===== src/rtl/crtc_snoop_pkg.sv =====
package crtc_snoop_pkg;
  localparam logic [7:0] REG_PTR_HI = 8'h12;
  localparam logic [7:0] REG_PTR_LO = 8'h13;
  localparam logic [7:0] STAT_PEND  = 8'h80;

  // byte address of a two-byte cell, wrapped to 16 bits
  function automatic logic [15:0] cell_byte_addr(input logic [15:0] ptr, input logic off);
    logic [16:0] full;
    full = {ptr, 1'b0} + {16'd0, off};
    return full[15:0];
  endfunction
endpackage


===== src/rtl/snoop_bus_decode.sv =====
module snoop_bus_decode #(
  parameter int ADDR_W = 16,
  parameter logic [ADDR_W-1:0] CTL_BASE = '0,
  parameter logic [ADDR_W-1:0] VID_BASE = 'h70
) (
  input  logic [ADDR_W-1:0] addr,
  input  logic              wr,
  input  logic              rd,
  output logic              idx_wr,
  output logic              dat_wr,
  output logic              vid_wr,
  output logic              stat_rd,
  output logic              dat_rd,
  output logic              vid_off
);
  logic ctl_hit, vid_hit;
  assign ctl_hit = (addr[ADDR_W-1:1] == CTL_BASE[ADDR_W-1:1]);
  assign vid_hit = (addr[ADDR_W-1:1] == VID_BASE[ADDR_W-1:1]);
  assign idx_wr  = wr && ctl_hit && !addr[0];
  assign dat_wr  = wr && ctl_hit &&  addr[0];
  assign stat_rd = rd && ctl_hit && !addr[0];
  assign dat_rd  = rd && ctl_hit &&  addr[0];
  assign vid_wr  = wr && vid_hit;
  assign vid_off = addr[0];
endmodule


===== src/rtl/ctl_reg_stub.sv =====
module ctl_reg_stub #(
  parameter int NREGS = 32
) (
  input  logic       clk,
  input  logic       rst_n,
  input  logic       idx_wr,
  input  logic       dat_wr,
  input  logic [7:0] wdata,
  output logic [7:0] reg_num,
  output logic [7:0] reg_rdata
);
  localparam int IDX_W = $clog2(NREGS);
  logic [7:0] regs [NREGS];
  logic [IDX_W-1:0] sel;
  assign sel = reg_num[IDX_W-1:0];

  always_ff @(posedge clk) begin
    if (!rst_n) begin
      reg_num <= '0;
      for (int i = 0; i < NREGS; i++) regs[i] <= '0;
    end else begin
      if (idx_wr) reg_num <= wdata;
      if (dat_wr) regs[sel] <= wdata;
    end
  end
  assign reg_rdata = regs[sel];

  AST_IDX_LATCH: assert property (@(posedge clk) disable iff (!rst_n)
    idx_wr |=> reg_num == $past(wdata));
  AST_IDX_HOLD: assert property (@(posedge clk) disable iff (!rst_n)
    !idx_wr |=> $stable(reg_num));
endmodule


===== src/rtl/ptr_snoop.sv =====
module ptr_snoop
  import crtc_snoop_pkg::*;
(
  input  logic        clk,
  input  logic        rst_n,
  input  logic        dat_wr,
  input  logic        vid_wr,
  input  logic [7:0]  reg_num,
  input  logic [7:0]  wdata,
  output logic [15:0] cell_ptr,
  output logic        pend
);
  logic hit_hi, hit_lo;
  assign hit_hi = dat_wr && (reg_num == REG_PTR_HI);
  assign hit_lo = dat_wr && (reg_num == REG_PTR_LO);

  always_ff @(posedge clk) begin
    if (!rst_n) begin
      cell_ptr <= '0;
      pend     <= 1'b0;
    end else begin
      if (hit_hi) cell_ptr[15:8] <= wdata;
      if (hit_lo) cell_ptr[7:0]  <= wdata;
      if (hit_hi || hit_lo) pend <= 1'b1;
      else if (vid_wr)      pend <= 1'b0;
    end
  end

  AST_HI_KEEPS_LO: assert property (@(posedge clk) disable iff (!rst_n)
    hit_hi |=> cell_ptr[7:0] == $past(cell_ptr[7:0]));
  AST_LO_KEEPS_HI: assert property (@(posedge clk) disable iff (!rst_n)
    hit_lo |=> cell_ptr[15:8] == $past(cell_ptr[15:8]));
  AST_OTHER_REG_HOLD: assert property (@(posedge clk) disable iff (!rst_n)
    (dat_wr && reg_num != REG_PTR_HI && reg_num != REG_PTR_LO) |=> $stable(cell_ptr));
  AST_PEND_CLEAR: assert property (@(posedge clk) disable iff (!rst_n)
    (vid_wr && !dat_wr) |=> !pend);
endmodule


===== src/rtl/vram_wr_gen.sv =====
module vram_wr_gen
  import crtc_snoop_pkg::*;
(
  input  logic        clk,
  input  logic        rst_n,
  input  logic        vid_wr,
  input  logic        vid_off,
  input  logic [15:0] cell_ptr,
  input  logic [7:0]  wdata,
  output logic        we,
  output logic [15:0] addr,
  output logic [7:0]  data
);
  always_ff @(posedge clk) begin
    if (!rst_n) begin
      we   <= 1'b0;
      addr <= '0;
      data <= '0;
    end else begin
      we <= vid_wr;
      if (vid_wr) begin
        addr <= cell_byte_addr(cell_ptr, vid_off);
        data <= wdata;
      end
    end
  end

  AST_WE_FROM_PORT: assert property (@(posedge clk) disable iff (!rst_n)
    we |-> $past(vid_wr));
  AST_ADDR_LSB: assert property (@(posedge clk) disable iff (!rst_n)
    we |-> addr[0] == $past(vid_off));
endmodule


===== src/rtl/crtc_vram_snoop.sv =====
module crtc_vram_snoop
  import crtc_snoop_pkg::*;
#(
  parameter int NREGS = 32,
  parameter logic [15:0] CTL_BASE = 16'h0000,
  parameter logic [15:0] VID_BASE = 16'h0070
) (
  input  logic        clk,
  input  logic        rst_n,
  input  logic [15:0] bus_addr,
  input  logic        bus_wr,
  input  logic        bus_rd,
  input  logic [7:0]  bus_wdata,
  output logic [7:0]  bus_rdata,
  output logic        vram_we,
  output logic [15:0] vram_addr,
  output logic [7:0]  vram_wdata
);
  logic idx_wr, dat_wr, vid_wr, stat_rd, dat_rd, vid_off, pend;
  logic [7:0]  reg_num, reg_rdata;
  logic [15:0] cell_ptr;

  snoop_bus_decode #(.ADDR_W(16), .CTL_BASE(CTL_BASE), .VID_BASE(VID_BASE)) u_dec (
    .addr(bus_addr), .wr(bus_wr), .rd(bus_rd), .idx_wr(idx_wr), .dat_wr(dat_wr),
    .vid_wr(vid_wr), .stat_rd(stat_rd), .dat_rd(dat_rd), .vid_off(vid_off));

  ctl_reg_stub #(.NREGS(NREGS)) u_regs (
    .clk(clk), .rst_n(rst_n), .idx_wr(idx_wr), .dat_wr(dat_wr), .wdata(bus_wdata),
    .reg_num(reg_num), .reg_rdata(reg_rdata));

  ptr_snoop u_ptr (
    .clk(clk), .rst_n(rst_n), .dat_wr(dat_wr), .vid_wr(vid_wr), .reg_num(reg_num),
    .wdata(bus_wdata), .cell_ptr(cell_ptr), .pend(pend));

  vram_wr_gen u_vwr (
    .clk(clk), .rst_n(rst_n), .vid_wr(vid_wr), .vid_off(vid_off), .cell_ptr(cell_ptr),
    .wdata(bus_wdata), .we(vram_we), .addr(vram_addr), .data(vram_wdata));

  always_comb begin
    if (stat_rd)     bus_rdata = pend ? STAT_PEND : 8'h00;
    else if (dat_rd) bus_rdata = reg_rdata;
    else             bus_rdata = 8'h00;
  end

  AST_WE_SINGLE: assert property (@(posedge clk) disable iff (!rst_n)
    vram_we && !vid_wr |=> !vram_we);
  AST_PEND_SET: assert property (@(posedge clk) disable iff (!rst_n)
    (dat_wr && (reg_num == REG_PTR_HI || reg_num == REG_PTR_LO)) |=> pend);
endmodule


===== config.mk =====
export PLATFORM = sky130hd
export DESIGN_NAME = crtc_vram_snoop
export DESIGN_NICKNAME = d
export VERILOG_FILES = /design/src/rtl/crtc_snoop_pkg.sv /design/src/rtl/snoop_bus_decode.sv /design/src/rtl/ctl_reg_stub.sv /design/src/rtl/ptr_snoop.sv /design/src/rtl/vram_wr_gen.sv /design/src/rtl/crtc_vram_snoop.sv
export SDC_FILE = /design/constraint.sdc
export NUM_CORES = 1
export LEC_CHECK = 0
export ABC_AREA = 1
export BUFFER_PORTS_ARGS = -buffer_cell sky130_fd_sc_hd__buf_2
export CAP_MARGIN = 0
export CORE_MARGIN = 2
export CORE_UTILIZATION = 45
export CTS_CLUSTER_DIAMETER = 100
export CTS_CLUSTER_SIZE = 30
export DETAILED_ROUTE_END_ITERATION = 10
export SLEW_MARGIN = 20
export SYNTH_ARGS = -nofsm -noshare
export SYNTH_HDL_FRONTEND = slang
export SYNTH_SLANG_ARGS = --single-unit

===== constraint.sdc =====
create_clock -name clk -period 2.7 [get_ports clk]
set_input_delay 0.135 -clock clk [delete_from_list [all_inputs] [get_ports clk]]
set_output_delay 0.135 -clock clk [all_outputs]
set_load 0.02 [all_outputs]

==> results of run 1 <==
[synth_stat cells, drive strengths merged]
cell    number  area, µm²
nand2      322       1210
nand4        2       27.5
o21ai       44        220
dfxtp       54       1080
nor4         2       12.5
nand3b       1       7.51
buf         28        160
nand3      253       1620
o22ai        1       6.26
o211ai       3       22.5
nor2       371       1430
nor3         8       75.1
clkinv      10       37.5
clkbuf      65        244
edfxtp     256       7690
a21oi       22        110
inv         23       86.3
[final cells by class]
cell class | count | area (µm²) | share of cell area (%)
inverter | 33 | 129 | 0.837
sequential | 310 | 8770 | 57.0
multi-input combinational | 1029 | 4750 | 30.8
clock inverter | 3 | 28.8 | 0.187
timing repair buffer | 113 | 840 | 5.45
clock buffer | 17 | 383 | 2.49
tap | 396 | 495 | 3.22
[state kept, by name, indices dropped and copies added (netlist names), named ones only]
signal and count:
u_regs.regs 256, u_vwr.addr 16, u_ptr.cell_ptr 15, u_regs.reg_num 8, u_vwr.data 8, u_ptr.pend 1
u_vwr.we 1
[per-layer routing]
layer,vias to the layer above,track usage (%),part of all wire (%)
met3,51,2.45,7.4
met1,4904,33.6,46
met5,-,0,0
li1,4977,-,-
met4,0,6.10,2.4
met2,397,34.9,45
[per-stage QoR]
step | setup WS, ns | util, % | instances | instance area, µm² | TNS (ns)
final | 0.163 | 50.2 | 1901 | 15400 | 0
after global routing | -0.00213 | 50.2 | 1901 | 15400 | -0.00213
after CTS | 0.0125 | 50.0 | 1900 | 15300 | 0
after detailed placement | 0.424 | 48.3 | 1868 | 14800 | 0
after global placement | 0.479 | 48.3 | 1868 | 14800 | 0
after floorplan | 0.804 | - | 1465 | 14000 | 0
[cells by family (layout without fill, tap and decap cells)]
kind of cell	Yosys count	in the layout	share of synthesized area (%)
buffers and inverters	126	166	3.76
AO/OA/AOI/OAI	70	70	2.56
AND/OR/NAND/NOR	959	959	31.3
flip-flops	310	310	62.4
[worst max path at each step]
stage                                   start                                to  slack [ns]  depth (start not counted)
6_report                            flip-flop                      bus_rdata[6]        0.16                         10
5_1_grt                             flip-flop                      bus_rdata[6]      -0.002                         10
4_1_cts                             flip-flop                      bus_rdata[6]        0.01                         10
3_5_place_dp                      bus_addr[8]  u_regs.regs[16][3]$_SDFFCE_PN0P_        0.42                          9
3_3_place_gp                     bus_addr[14]   u_regs.regs[7][7]$_SDFFCE_PN0P_        0.48                          9
2_1_floorplan  u_regs.reg_num[2]$_SDFFE_PN0P_   u_regs.regs[0][0]$_SDFFCE_PN0P_        0.80                          5
[worst max-delay path, cell delays in order (launching register included)]
cell	delay [ns]
dfxtp_4	0.48
buf_6	0.35
nor2_1	0.09
nor2_1	0.08
o21ai_0	0.13
nand3_1	0.13
nand3_1	0.10
nand2_1	0.09
nor2_1	0.04
nor2_1	0.19
buf_2	0.21
[timing repair]
action                                 in CTS  in global routing
setup endpoints to repair                   1                  3
gates cloned                                0                  1
pin swaps                                   0                  0
resized for setup                           1                  9
endpoints found under the hold margin      17                  0
hold buffers                               12                  0
[report_power, final]
group	internal, µW	switching (µW)	total [µW]
clock	1040	1490	2520
combinational	80.3	276	356
sequential	5310	48.0	5360
==> impl_metrics.csv, run 1 <==
group,metric,value,unit
sta,period_share,94.0,%
placed_design,port_buffers,60,
clocking,clk_pin_slew,0.11,ns
routing,dr.pass1.iters,6,
die,die-height,181,µm
final_layout,num-fill-cells,2840,
routing,via_count,10329,
sta,timing.fmax,394,MHz
clocking,clk_latency,0.52,ns
clocking,number_of_clock_sinks_seen_by_cts,310,
critical_path,worstSetupEndpointType,"primary output",
global_route,grt.total_usage,22.5,%
synthesis,post_synth_instance_area,0.0140,mm²
flow_run,cap_violations,0,
global_route,initial_antenna_violation_count,0,
routing,detail_route.wl_per_cell,19.4,µm
synthesis,ys.warnings.count,0,
die,floorplan.core_area,0.0307,mm²
power_and_ir_drop,power_leakage,0.00586,µW
sta,timing_hold_violations_final,0,
final_layout,syn2layout_area_growth,9.63,%
critical_path,cell_depth_of_the_worst_flop_to_flop_path,5,
critical_path,worstPathArrival,2.40,ns
final_layout,layout_common_cells,"nor2_1 (364), nand2_1 (322), edfxtp_1 (256), nand3_1 (222), buf_2 (60)",
global_route,grt_max_degree,79,
critical_path,crit_required,2.57,ns
sta,finalSetupViolations,0,
synthesis,ys_seq_area_share,62.4,%
global_route,grt_pass1_wl,57300,µm
synthesis,post_synth_inst_count,1465,
die,die_w,181,µm
critical_path,cp-start-kind,"flip-flop",
clocking,max-clock-path-buffers,3,
synthesis,syn-mean-instance-area,9.59,µm²
worst_hold_path,worstHoldPathCells,3,
worst_hold_path,hold_path_sink,"u_ptr.cell_ptr[11]$_SDFFE_PN0P_",
clocking,htree_levels,1,
routing,route.final.wire_length,36900,µm
critical_path,timing.setup.critical_path_class,"flip-flop to primary output",
power_and_ir_drop,design_power_total,8240,µW
sta,rsz0062_at_grt,"yes",
power_and_ir_drop,power.density_cell_area,535,mW/mm²
routing,first_iter_violations,1043,
routing,drt-vias-per-instance,5.43,
critical_path,regToRegStartpoint,"u_regs.reg_num[2]$_SDFFE_PN0P_",
sta,clock_skew,0.0250,ns
sta,fin_crit,2.54,ns
final_layout,num_antenna_cells,0,
synthesis,ys_ff_latch,310,
routing,drc,0,
sta,transition_at_the_pin_with_the_smallest_max_transition_slack,0.857,ns
synthesis,synth_fp_nets,1493,
routing,final_antenna_net_count,0,
power_and_ir_drop,power.ir.vdd_worst,0.509,mV
critical_path,regToRegSetupSlack,0.44,ns
clocking,clk_root_buffer_cell,"clkbuf_16",
die,die_area,0.0326,mm²
global_route,grt_overflow,0,
sta,worst_slack_on_hold_paths,0.0754,ns
clocking,cts_made_buffers,14,
sta,slew_viol_final,0,
clocking,tritoncts,"built",
die,rows,64,
critical_path,critPathMaxFanout,45,
synthesis,yosysUniqueCellTypes,28,
final_layout,final_nets,1529,
final_layout,layout-drive-gt1-share,11.5,%
worst_hold_path,worstHoldPathType,"primary input to flip-flop",
die,ioPinCount,61,
global_route,first_global_vias,9739,
critical_path,reg2reg_to,"u_regs.regs[18][4]$_SDFFCE_PN0P_",
placed_design,gp_congestion,0.840,
sta,timing.max_slew.rel_slack,42.9,%
status,run_status,"complete, no violations",
final_layout,final_common_cell,"nor2_1",
clocking,cts_post_setup_buffers_inserted,0,
die,initial_utilization,45.8,%
worst_hold_path,hold_start,"rst_n",
placed_design,hpwl,22700,µm
Power figures use the tool's default switching activity.
==> run 2: changes to the inputs <==
--- a/config.mk
+++ b/config.mk
@@ -8,2 +8,3 @@
 export ABC_AREA = 1
+export ABC_CLOCK_PERIOD_IN_PS = 2700
 export BUFFER_PORTS_ARGS = -buffer_cell sky130_fd_sc_hd__buf_2
==> constraint.sdc (replaced) <==
create_clock -name clk -period 2.7 [get_ports clk]
set_input_delay 0 -clock clk [delete_from_list [all_inputs] [get_ports clk]]
set_output_delay 0 -clock clk [all_outputs]
set_load 0.02 [all_outputs]
==> impl_metrics.csv, run 2 (synthesis gave the netlist of run 1 again) <==
group,metric,value,unit
routing,final_antenna_net_count,0,
final_layout,num-fill-cells,2868,
routing,dr.pass1.iters,5,
critical_path,regToRegStartpoint,"u_regs.reg_num[4]$_SDFFE_PN0P_",
routing,first_iter_violations,915,
global_route,grt_max_degree,132,
sta,clock_skew,0.0388,ns
final_layout,final_nets,1541,
global_route,grt.total_usage,22.7,%
critical_path,regToRegSetupSlack,0.43,ns
sta,transition_at_the_pin_with_the_smallest_max_transition_slack,0.937,ns
final_layout,final_common_cell,"nor2_1",
clocking,cts_post_setup_buffers_inserted,0,
clocking,clk_latency,0.52,ns
die,die_area,0.0326,mm²
final_layout,layout-drive-gt1-share,11.7,%
die,die_w,181,µm
worst_hold_path,hold_start,"bus_wr",
clocking,tritoncts,"built",
power_and_ir_drop,power.ir.vdd_worst,0.449,mV
critical_path,crit_required,2.70,ns
die,rows,64,
final_layout,num_antenna_cells,0,
critical_path,worstPathArrival,2.58,ns
sta,timing.max_slew.rel_slack,37.5,%
critical_path,crit_path_max_incr_delay,0.40,ns
routing,drc,0,
routing,route.final.wire_length,37400,µm
critical_path,critPathMaxFanout,47,
sta,rsz0062_at_grt,"no",
clocking,clk_pin_slew,0.11,ns
final_layout,largest_registers,"u_regs.regs x256, u_vwr.addr x16, u_ptr.cell_ptr x15",
final_layout,largest_register_ff_count,256,
sta,worst_slack_on_hold_paths,0.0536,ns
global_route,grt_pass1_wl,57800,µm
final_layout,regArea,0.00877,mm²
status,run_status,"complete, no violations",
worst_hold_path,hold_path_sink,"u_ptr.cell_ptr[5]$_SDFFE_PN0P_",
placed_design,placement.cell_area,0.0148,mm²
routing,detail_route.wl_per_cell,19.5,µm
global_route,first_global_vias,10301,
worst_hold_path,worstHoldPathCells,5,
clocking,clk_root_buffer_cell,"clkbuf_16",
placed_design,hpwl,22900,µm
placed_design,port_buffers,60,
critical_path,worst-path-buf-inv,3,
worst_hold_path,worstHoldPathType,"primary input to flip-flop",
critical_path,path_depth,11,
critical_path,cp_cell_instances,"inv_4 > buf_12 > nand2_1 > nand2_1 > nand2_1 > nand3_1 > nand3_1 > nand3_1 > nand2_1 > nor2_1 > buf_2",
sta,timing.fmax,388,MHz
routing,via_count,10378,
sta,tns,0,ns
final_layout,layout_common_cells,"nor2_1 (364), nand2_1 (322), edfxtp_1 (256), nand3_1 (222), buf_2 (60)",
critical_path,timing.setup.critical_path_class,"flip-flop to primary output",
global_route,initial_antenna_violation_count,0,
die,ioPinCount,61,
final_layout,finalInstanceArea,0.0155,mm²
global_route,grt_overflow,0,
sta,period_share,95.4,%
clocking,number_of_clock_sinks_seen_by_cts,310,
sta,slew_viol_final,0,
die,floorplan.core_area,0.0307,mm²
routing,drt-vias-per-instance,5.41,
power_and_ir_drop,design_power_total,8320,µW
die,die-height,181,µm
sta,timing_hold_violations_final,0,
critical_path,crit_slowest_cell,"dfxtp_4",
critical_path,cpMostUsedCell,"nand2_1",
critical_path,cell_depth_of_the_worst_flop_to_flop_path,8,
critical_path,path_delay_family,"simple AND/OR/NAND/NOR gates",
power_and_ir_drop,power_leakage,0.00592,µW
clocking,htree_levels,1,
placed_design,dp_slack,0.525,ns
critical_path,worstSetupEndpointType,"primary output",
clocking,cts_made_buffers,14,
critical_path,cp-start-kind,"flip-flop",
final_layout,regMostFlops,"u_regs.regs",
final_layout,multi_input_comb_area,0.00475,mm²
die,initial_utilization,45.8,%
critical_path,reg2reg_to,"u_ptr.cell_ptr[13]$_SDFFE_PN0P_",
final_layout,syn2layout_area_growth,10.4,%
placed_design,gp_congestion,0.833,
clocking,max-clock-path-buffers,3,
sta,final.setup.worst_slack,0.125,ns
sta,finalSetupViolations,0,
flow_run,cap_violations,0,
sta,fin_crit,2.58,ns
power_and_ir_drop,power.density_cell_area,537,mW/mm²
## run 2: cell types whose count changed in the layout (fill, tap and decap cells not counted), sizes merged
cell,previous run,this run
buf,100,105
clkinv,11,10
clkbuf,18,24
dlygate4sd3,12,19
clkinvlp,2,1
## run 2: per-stage QoR
| step | instances | utilization [%] |
|---|---|---|
| floorplan | 1465 | - |
| detailed placement | 1873 | 48.4 |
| CTS | 1916 | 50.4 |
| finish | 1917 | 50.5 |
| global placement | 1873 | 48.4 |
| global route | 1917 | 50.5 |
## run 2: layout make-up
class                   instances  share of cell area [%]
flip-flops and latches        310                    56.6
repair buffers                125                    5.90
well taps                     396                    3.20
clock buffers                  23                    2.68
inverters                      33                   0.856
multi-input cells            1029                    30.6
clock inverters                 1                   0.129
## run 2: timing repair
action,CTS,global route
hold buffers,19,0
endpoints found under the setup margin,0,7
hold endpoints to repair,18,0
gates resized for setup,0,6
## run 2: how the worst max path moves through the flow
| stage | startpoint | slack (ns) | endpoint |
|---|---|---|---|
| after floorplan | u_regs.reg_num[2]$_SDFFE_PN0P_ | 0.80 | u_regs.regs[0][0]$_SDFFCE_PN0P_ |
| after global placement | bus_addr[14] | 0.60 | u_regs.regs[19][2]$_SDFFCE_PN0P_ |
| after detailed placement | bus_addr[14] | 0.53 | u_regs.regs[19][5]$_SDFFCE_PN0P_ |
| after CTS | flip-flop | 0.08 | bus_rdata[7] |
| after global routing | flip-flop | 0.003 | bus_rdata[6] |
| final | flip-flop | 0.12 | bus_rdata[6] |
## run 2: per-layer routing
layer / GRT usage, % / wire (µm) / up-vias
met1: 31.4 / 16400 / 4963
met4: 7.19 / 1170 / 0
met5: 0 / 0 / -
li1: - / - / 5006
met3: 2.59 / 2030 / 74
met2: 37.5 / 17900 / 335
## run 2: worst register-to-register path: stages (launching register included)
cell and delay, ns:
dfxtp_1 0.51, inv_2 0.13, nor2_1 0.12, nand2_1 0.09, nor3_2 0.28, nand2_1 0.26
nand2_1 0.12, a21oi_1 0.06, dlygate4sd3_1 0.58
## run 2: where the power goes
part | internal [µW] | switching, µW | total [µW]
logic | 82.2 | 277 | 359
clock network | 1100 | 1500 | 2600
registers | 5310 | 49.5 | 5360
